**src/rtl/tod_pkg.sv**
```systemverilog
package tod_pkg;
  localparam int unsigned OFS_W = 12;
  localparam logic [OFS_W-1:0] OFS_CTRL = 12'hF00;
  localparam logic [OFS_W-1:0] OFS_FRAC = 12'hF08;
  localparam logic [OFS_W-1:0] OFS_NSEC = 12'hF10;
  localparam logic [OFS_W-1:0] OFS_STEP = 12'hF18;

  typedef enum logic [2:0] {
    SEL_NONE,
    SEL_CTRL,
    SEL_FRAC,
    SEL_NSEC,
    SEL_STEP
  } reg_sel_e;

  function automatic reg_sel_e sel_of(input logic [OFS_W-1:0] ofs);
    unique case (ofs)
      OFS_CTRL: sel_of = SEL_CTRL;
      OFS_FRAC: sel_of = SEL_FRAC;
      OFS_NSEC: sel_of = SEL_NSEC;
      OFS_STEP: sel_of = SEL_STEP;
      default:  sel_of = SEL_NONE;
    endcase
  endfunction
endpackage

```
**src/rtl/tod_decode.sv**
```systemverilog
module tod_decode
  import tod_pkg::*;
#(
  parameter int unsigned ADDR_W = 12
) (
  input  logic [ADDR_W-1:0] addr_i,
  output reg_sel_e          sel_o
);
  logic hi_zero;

  generate
    if (ADDR_W > OFS_W) begin : g_wide
      assign hi_zero = (addr_i[ADDR_W-1:OFS_W] == '0);
    end else begin : g_exact
      assign hi_zero = 1'b1;
    end
  endgenerate

  always_comb begin
    sel_o = SEL_NONE;
    if (hi_zero) sel_o = sel_of(addr_i[OFS_W-1:0]);
  end
endmodule

```
**src/rtl/tod_ctrl_regs.sv**
```systemverilog
module tod_ctrl_regs
  import tod_pkg::*;
#(
  parameter int unsigned STEP_W = 64
) (
  input  logic              clk_i,
  input  logic              rst_ni,
  input  logic              wr_i,
  input  reg_sel_e          sel_i,
  input  logic [63:0]       wdata_i,
  output logic              en_o,
  output logic [STEP_W-1:0] step_o
);
  always_ff @(posedge clk_i or negedge rst_ni) begin
    if (!rst_ni) begin
      en_o   <= 1'b0;
      step_o <= '0;
    end else if (wr_i) begin
      if (sel_i == SEL_CTRL) en_o <= wdata_i[0];
      if (sel_i == SEL_STEP) step_o <= wdata_i[STEP_W-1:0];
    end
  end
endmodule

```
**src/rtl/tod_accum.sv**
```systemverilog
module tod_accum #(
  parameter int unsigned NS_W   = 64,
  parameter int unsigned FRAC_W = 32,
  parameter int unsigned STEP_W = 64
) (
  input  logic              clk_i,
  input  logic              rst_ni,
  input  logic              en_i,
  input  logic [STEP_W-1:0] step_i,
  output logic [NS_W-1:0]   ns_o,
  output logic [FRAC_W-1:0] frac_o
);
  localparam int unsigned STEP_INT_W = STEP_W - FRAC_W;

  logic [FRAC_W:0]   frac_sum;
  logic [NS_W-1:0]   ns_sum;

  // fraction first; its carry feeds the whole-ns adder
  assign frac_sum = {1'b0, frac_o} + {1'b0, step_i[FRAC_W-1:0]};
  assign ns_sum   = ns_o + NS_W'(step_i[STEP_W-1:FRAC_W]) + NS_W'(frac_sum[FRAC_W]);

  always_ff @(posedge clk_i or negedge rst_ni) begin
    if (!rst_ni) begin
      ns_o   <= '0;
      frac_o <= '0;
    end else if (en_i) begin
      ns_o   <= ns_sum;
      frac_o <= frac_sum[FRAC_W-1:0];
    end
  end

  logic unused_w;
  assign unused_w = ^STEP_INT_W;
endmodule

```
**src/rtl/tod_rdata.sv**
```systemverilog
module tod_rdata
  import tod_pkg::*;
#(
  parameter int unsigned NS_W   = 64,
  parameter int unsigned FRAC_W = 32,
  parameter int unsigned STEP_W = 64
) (
  input  logic              clk_i,
  input  logic              rst_ni,
  input  logic              rd_i,
  input  reg_sel_e          sel_i,
  input  logic              en_i,
  input  logic [STEP_W-1:0] step_i,
  input  logic [NS_W-1:0]   ns_i,
  input  logic [FRAC_W-1:0] frac_i,
  output logic [63:0]       rdata_o
);
  logic [63:0] mux_d;

  always_comb begin
    mux_d = '0;
    if (rd_i) begin
      unique case (sel_i)
        SEL_CTRL: mux_d = {63'd0, en_i};
        SEL_FRAC: mux_d = 64'(frac_i);
        SEL_NSEC: mux_d = 64'(ns_i);
        SEL_STEP: mux_d = 64'(step_i);
        default:  mux_d = '0;
      endcase
    end
  end

  always_ff @(posedge clk_i or negedge rst_ni) begin
    if (!rst_ni) rdata_o <= '0;
    else         rdata_o <= mux_d;
  end
endmodule

```
**src/rtl/tod_timer.sv**
```systemverilog
module tod_timer
  import tod_pkg::*;
#(
  parameter int unsigned ADDR_W = 12,
  parameter int unsigned NS_W   = 64,
  parameter int unsigned FRAC_W = 32,
  parameter int unsigned STEP_W = 64
) (
  input  logic              clk_i,
  input  logic              rst_ni,
  input  logic [ADDR_W-1:0] addr_i,
  input  logic              wr_i,
  input  logic [63:0]       wdata_i,
  input  logic              rd_i,
  output logic [63:0]       rdata_o
);
  reg_sel_e          sel_w;
  logic              en_w;
  logic [STEP_W-1:0] step_w;
  logic [NS_W-1:0]   ns_w;
  logic [FRAC_W-1:0] frac_w;

  tod_decode #(.ADDR_W(ADDR_W)) u_decode (
    .addr_i (addr_i),
    .sel_o  (sel_w)
  );

  tod_ctrl_regs #(.STEP_W(STEP_W)) u_regs (
    .clk_i   (clk_i),
    .rst_ni  (rst_ni),
    .wr_i    (wr_i),
    .sel_i   (sel_w),
    .wdata_i (wdata_i),
    .en_o    (en_w),
    .step_o  (step_w)
  );

  tod_accum #(.NS_W(NS_W), .FRAC_W(FRAC_W), .STEP_W(STEP_W)) u_accum (
    .clk_i  (clk_i),
    .rst_ni (rst_ni),
    .en_i   (en_w),
    .step_i (step_w),
    .ns_o   (ns_w),
    .frac_o (frac_w)
  );

  tod_rdata #(.NS_W(NS_W), .FRAC_W(FRAC_W), .STEP_W(STEP_W)) u_rdata (
    .clk_i   (clk_i),
    .rst_ni  (rst_ni),
    .rd_i    (rd_i),
    .sel_i   (sel_w),
    .en_i    (en_w),
    .step_i  (step_w),
    .ns_i    (ns_w),
    .frac_i  (frac_w),
    .rdata_o (rdata_o)
  );
endmodule

```
**config.mk**
```make
export PLATFORM = sky130hd
export DESIGN_NAME = tod_timer
export DESIGN_NICKNAME = d
export VERILOG_FILES = /design/src/rtl/tod_pkg.sv /design/src/rtl/tod_decode.sv /design/src/rtl/tod_ctrl_regs.sv /design/src/rtl/tod_accum.sv /design/src/rtl/tod_rdata.sv /design/src/rtl/tod_timer.sv
export SDC_FILE = /design/constraint.sdc
export NUM_CORES = 1
export LEC_CHECK = 0
export BUFFER_PORTS_ARGS = -buffer_cell sky130_fd_sc_hd__buf_2
export CORE_UTILIZATION = 55
export CTS_BUF_LIST = sky130_fd_sc_hd__clkbuf_8
export CTS_CLUSTER_SIZE = 8
export DETAILED_ROUTE_END_ITERATION = 8
export PLACE_DENSITY = 0.84
export SYNTH_ARGS = -nofsm -noshare
export SYNTH_HDL_FRONTEND = slang
export SYNTH_SLANG_ARGS = --single-unit
```
**constraint.sdc**
```tcl
create_clock -name clk_i -period 8.55 [get_ports clk_i]
set_input_delay 0.855 -clock clk_i [delete_from_list [all_inputs] [get_ports clk_i]]
set_output_delay 0.855 -clock clk_i [all_outputs]
set_load 0.05 [all_outputs]
```
==> results.json <==
{
  "grt_pass1_vias": 10000,
  "worst-path-stages": 20,
  "drive_gt1_share_pct": 26.4,
  "hold_violations": 0,
  "cts.sinks": 225,
  "clk_pin_slew_ns": 0.06,
  "hpwl_um": 22600,
  "cts-root-buf": "clkbuf_8",
  "cpLargestDelayFamily": "compound AO/OA/AOI/OAI gates",
  "final_core_util_pct": 63.3,
  "setup_slack_ns": 2.21,
  "arrival_ns": 6.72,
  "cts_tree": "built",
  "grt_max_degree": 94,
  "postCtsResizedCells": 0,
  "irDropWorstVdd_uv": 93.0,
  "num_antenna_cells": 0,
  "synth_cell_types": 69,
  "critPathMaxFanout": 15,
  "postSynth.asyncResetShare_pct": 100,
  "yosysWarnings": 0,
  "final.setup.tns_ns": 0,
  "cpPeakStageDelay_ns": 0.80,
  "reg2reg_depth": 20,
  "fmax_mhz": 158,
  "grt_remaining_overflow": 0,
  "ant_nets": 0,
  "initial_utilization_pct": 55.9,
  "dp_slack_ns": 2.42,
  "slew_violations": 0,
  "final_cells": 1651,
  "cts_htree_levels": 2,
  "fin_crit_sh_pct": 74.1,
  "clk_latency_ns": 0.53,
  "dp_cells": 1586,
  "drtIter0Drc": 707,
  "synthesis.nets": 1355,
  "maxSlewHeadroom_pct": 33.7,
  "worst_slew_pin_slew_ns": 0.994,
  "gp_congestion": 0.935,
  "vias_per_cell": 6.16,
  "clock_path_buffers": 3,
  "cp_common_cell": "fa_1",
  "syn_inst": 1209,
  "drv_cap": 0,
  "seq_area_frac_synth_pct": 44.6,
  "setup_viol": 0,
  "synth_edf_count": 0,
  "area_growth_pct": 13.3,
  "rsz0062_at_grt": "no",
  "setup.worst_path.end_class": "flip-flop",
  "wl_per_cell_um": 19.4,
  "die_w_um": 153,
  "ys_ff_latch": 225,
  "post_cts_buffers": 0,
  "netlist_area_um2": 12600,
  "track_usage_pct": 27.3,
  "path_cells": "ha_1 > fa_1 > a211oi_1 > nor2_1 > o21ai_0 > o31ai_1 > a21oi_1 > or4b_2 > nand3b_1 > a21oi_1 > fa_1 > fa_1 > and2b_1 > o31a_4 > o21ai_4 > o31ai_4 > a2111oi_4 > o41a_1 > nor4_1 > xor2_1",
  "critPathBufInv": 0,
  "worstPathRequired_ns": 8.94,
  "antenna_found_initial": 0,
  "hp-class": "input port to asynchronous set/reset pin",
  "die-area_um2": 23500,
  "rrSetupSlack_ns": 2.21,
  "synth_ff_type": "dfrtp_1",
  "netlist_top_cells_area": "dfrtp_1 (45%), mux2_2 (12%), ha_1 (6.3%), a22oi_1 (3.9%), nor2_1 (3.4%)",
  "cts_made_buffers": 40,
  "yosysTopAreaCell": "dfrtp_1",
  "core-area_um2": 22600,
  "r2r_start": "u_regs.step_o[0]",
  "status": "complete, no violations",
  "crit_path_start_kind": "flip-flop",
  "synth_top_area_share_pct": 44.6,
  "worstSetupPathType": "flip-flop to flip-flop",
  "power_density_nw_per_um2": 149,
  "drt-pass1-iter-count": 5,
  "nets": 1489,
  "io_pins": 144,
  "power_mw": 2.13,
  "fin_crit_ns": 6.34,
  "fin_worst_skew_ns": 0.0112,
  "worst_path_max_delay_cell": "o41a_1",
  "drc_errors": 0,
  "r2r-end": "u_accum.ns_o[48]",
  "grt_pass1_wl_um": 51200,
  "holdBufCountCts": 0,
  "leakage_nw": 7.28,
  "drt_wl_total_um": 32000,
  "io_buffers": 143,
  "die_y_um": 153,
  "routed-via-count": 10200,
  "rows": 55,
  "syn_area_per_cell_um2": 10.4
}
how the worst max path moves through the flow:
stage	start	end	slack, ns
4_1_cts	u_regs.step_o[0]	u_accum.ns_o[52]	2.35
3_5_place_dp	u_regs.step_o[0]	u_accum.ns_o[52]	2.42
5_1_grt	u_regs.step_o[0]	u_accum.ns_o[48]	1.97
6_report	u_regs.step_o[0]	u_accum.ns_o[48]	2.21
2_1_floorplan	u_regs.step_o[0]	u_accum.ns_o[62]	3.44
3_3_place_gp	u_regs.step_o[0]	u_accum.ns_o[58]	2.61
layout by cell type (no fill, tap or decap), drive strengths merged, types with 5 or more instances in the layout:
master / synthesis / routed
o31ai: 11 / 11
nor4: 16 / 16
a21o: 25 / 25
dfrtp: 225 / 225
xor2: 40 / 40
xnor2: 36 / 36
mux2: 134 / 134
clkinv: 1 / 7
nand4: 21 / 21
inv: 20 / 30
nand2: 77 / 77
a31oi: 14 / 14
and3: 18 / 18
a211oi: 9 / 9
o211ai: 5 / 5
o21ai: 40 / 40
nor3: 23 / 23
nand3: 34 / 34
nor2: 114 / 114
a21boi: 6 / 6
ha: 63 / 63
a22oi: 65 / 65
buf: 11 / 154
a21oi: 65 / 65
o21bai: 5 / 5
nand2b: 5 / 5
o21a: 11 / 11
nor2b: 6 / 6
o31a: 5 / 5
clkbuf: 51 / 48
synth_stat cells (5+ instances only):
master    number
nor2_1       114
o21a_1        11
nand2b_1       5
and3_1        18
buf_2          7
nand4_1       21
clkbuf_1      51
xnor2_1       36
nand2_1       77
o21ai_0       38
a21oi_1       65
xor2_1        40
a211oi_1       9
a21o_1        25
dfrtp_1      225
nor3_1        22
nor2b_1        6
ha_1          63
mux2_2       131
a21boi_0       5
o31ai_1       10
nand3_1       34
o211ai_1       5
a22oi_1       65
inv_1         20
a31oi_1       14
nor4_1        14
o21bai_1       5
flip-flops by register name, indices dropped and copies added, names as in the netlist:
signal,count
u_accum.ns_o,64
u_rdata.rdata_o,64
u_regs.step_o,64
u_accum.frac_o,32
u_regs.en_o,1
worst register-to-register path, stage by stage, from the launching register on:
cell       delay, ns
dfrtp_1         0.39
ha_1            0.23
fa_1            0.42
a211oi_1        0.39
nor2_1          0.12
o21ai_0         0.44
o31ai_1         0.18
a21oi_1         0.44
or4b_2          0.22
nand3b_1        0.08
a21oi_1         0.20
fa_1            0.27
fa_1            0.23
and2b_1         0.21
o31a_4          0.31
o21ai_4         0.24
o31ai_4         0.13
a2111oi_4       0.49
o41a_1          0.80
nor4_1          0.19
xor2_1          0.19
stage by stage:
step	area [um^2]	hold WS [ns]
6_report	14300	0.313
5_1_grt	14300	0.375
4_1_cts	14300	0.351
3_5_place_dp	13500	0.463
3_3_place_gp	13500	0.463
2_1_floorplan	12600	0.442
area by class of cell:
| cell class | instances | area (um^2) |
|---|---|---|
| Timing Repair Buffer | 154 | 808 |
| Clock buffer | 48 | 661 |
| Clock inverter | 17 | 97.6 |
| Tap cell | 285 | 357 |
| Inverter | 21 | 78.8 |
| Multi-Input combinational cell | 901 | 6660 |
| Sequential cell | 225 | 5630 |
| Fill cell | 1808 | 8280 |
routing by layer:
metal | share of wire (%) | GRT usage (%)
met1 | 44 | 37.5
met2 | 46 | 43.9
met3 | 6.2 | 4.14
met4 | 3.3 | 10.3
met5 | 0 | 0
power breakdown:
part / switching, mW / total (mW) / internal, mW
Clock: 0.442 / 0.976 / 0.534
Sequential: 0.00482 / 1.07 / 1.07
Combinational: 0.0488 / 0.0753 / 0.0265
Total: 0.495 / 2.13 / 1.63
logic make-up (layout without fill, tap and decap cells):
kind of cell / Yosys count / in the layout / synth area share, %
adders and majority gates: 66 / 66 / 6.73
and+or+nand+nor: 334 / 334 / 12.7
DFF: 225 / 225 / 44.6
buffers and inverters: 83 / 240 / 2.60
AOI/OAI and AO/OA: 287 / 287 / 15.7
muxes: 138 / 138 / 12.4
xor gates and xnor gates: 76 / 76 / 5.28
(Power assumes the default switching activity.)
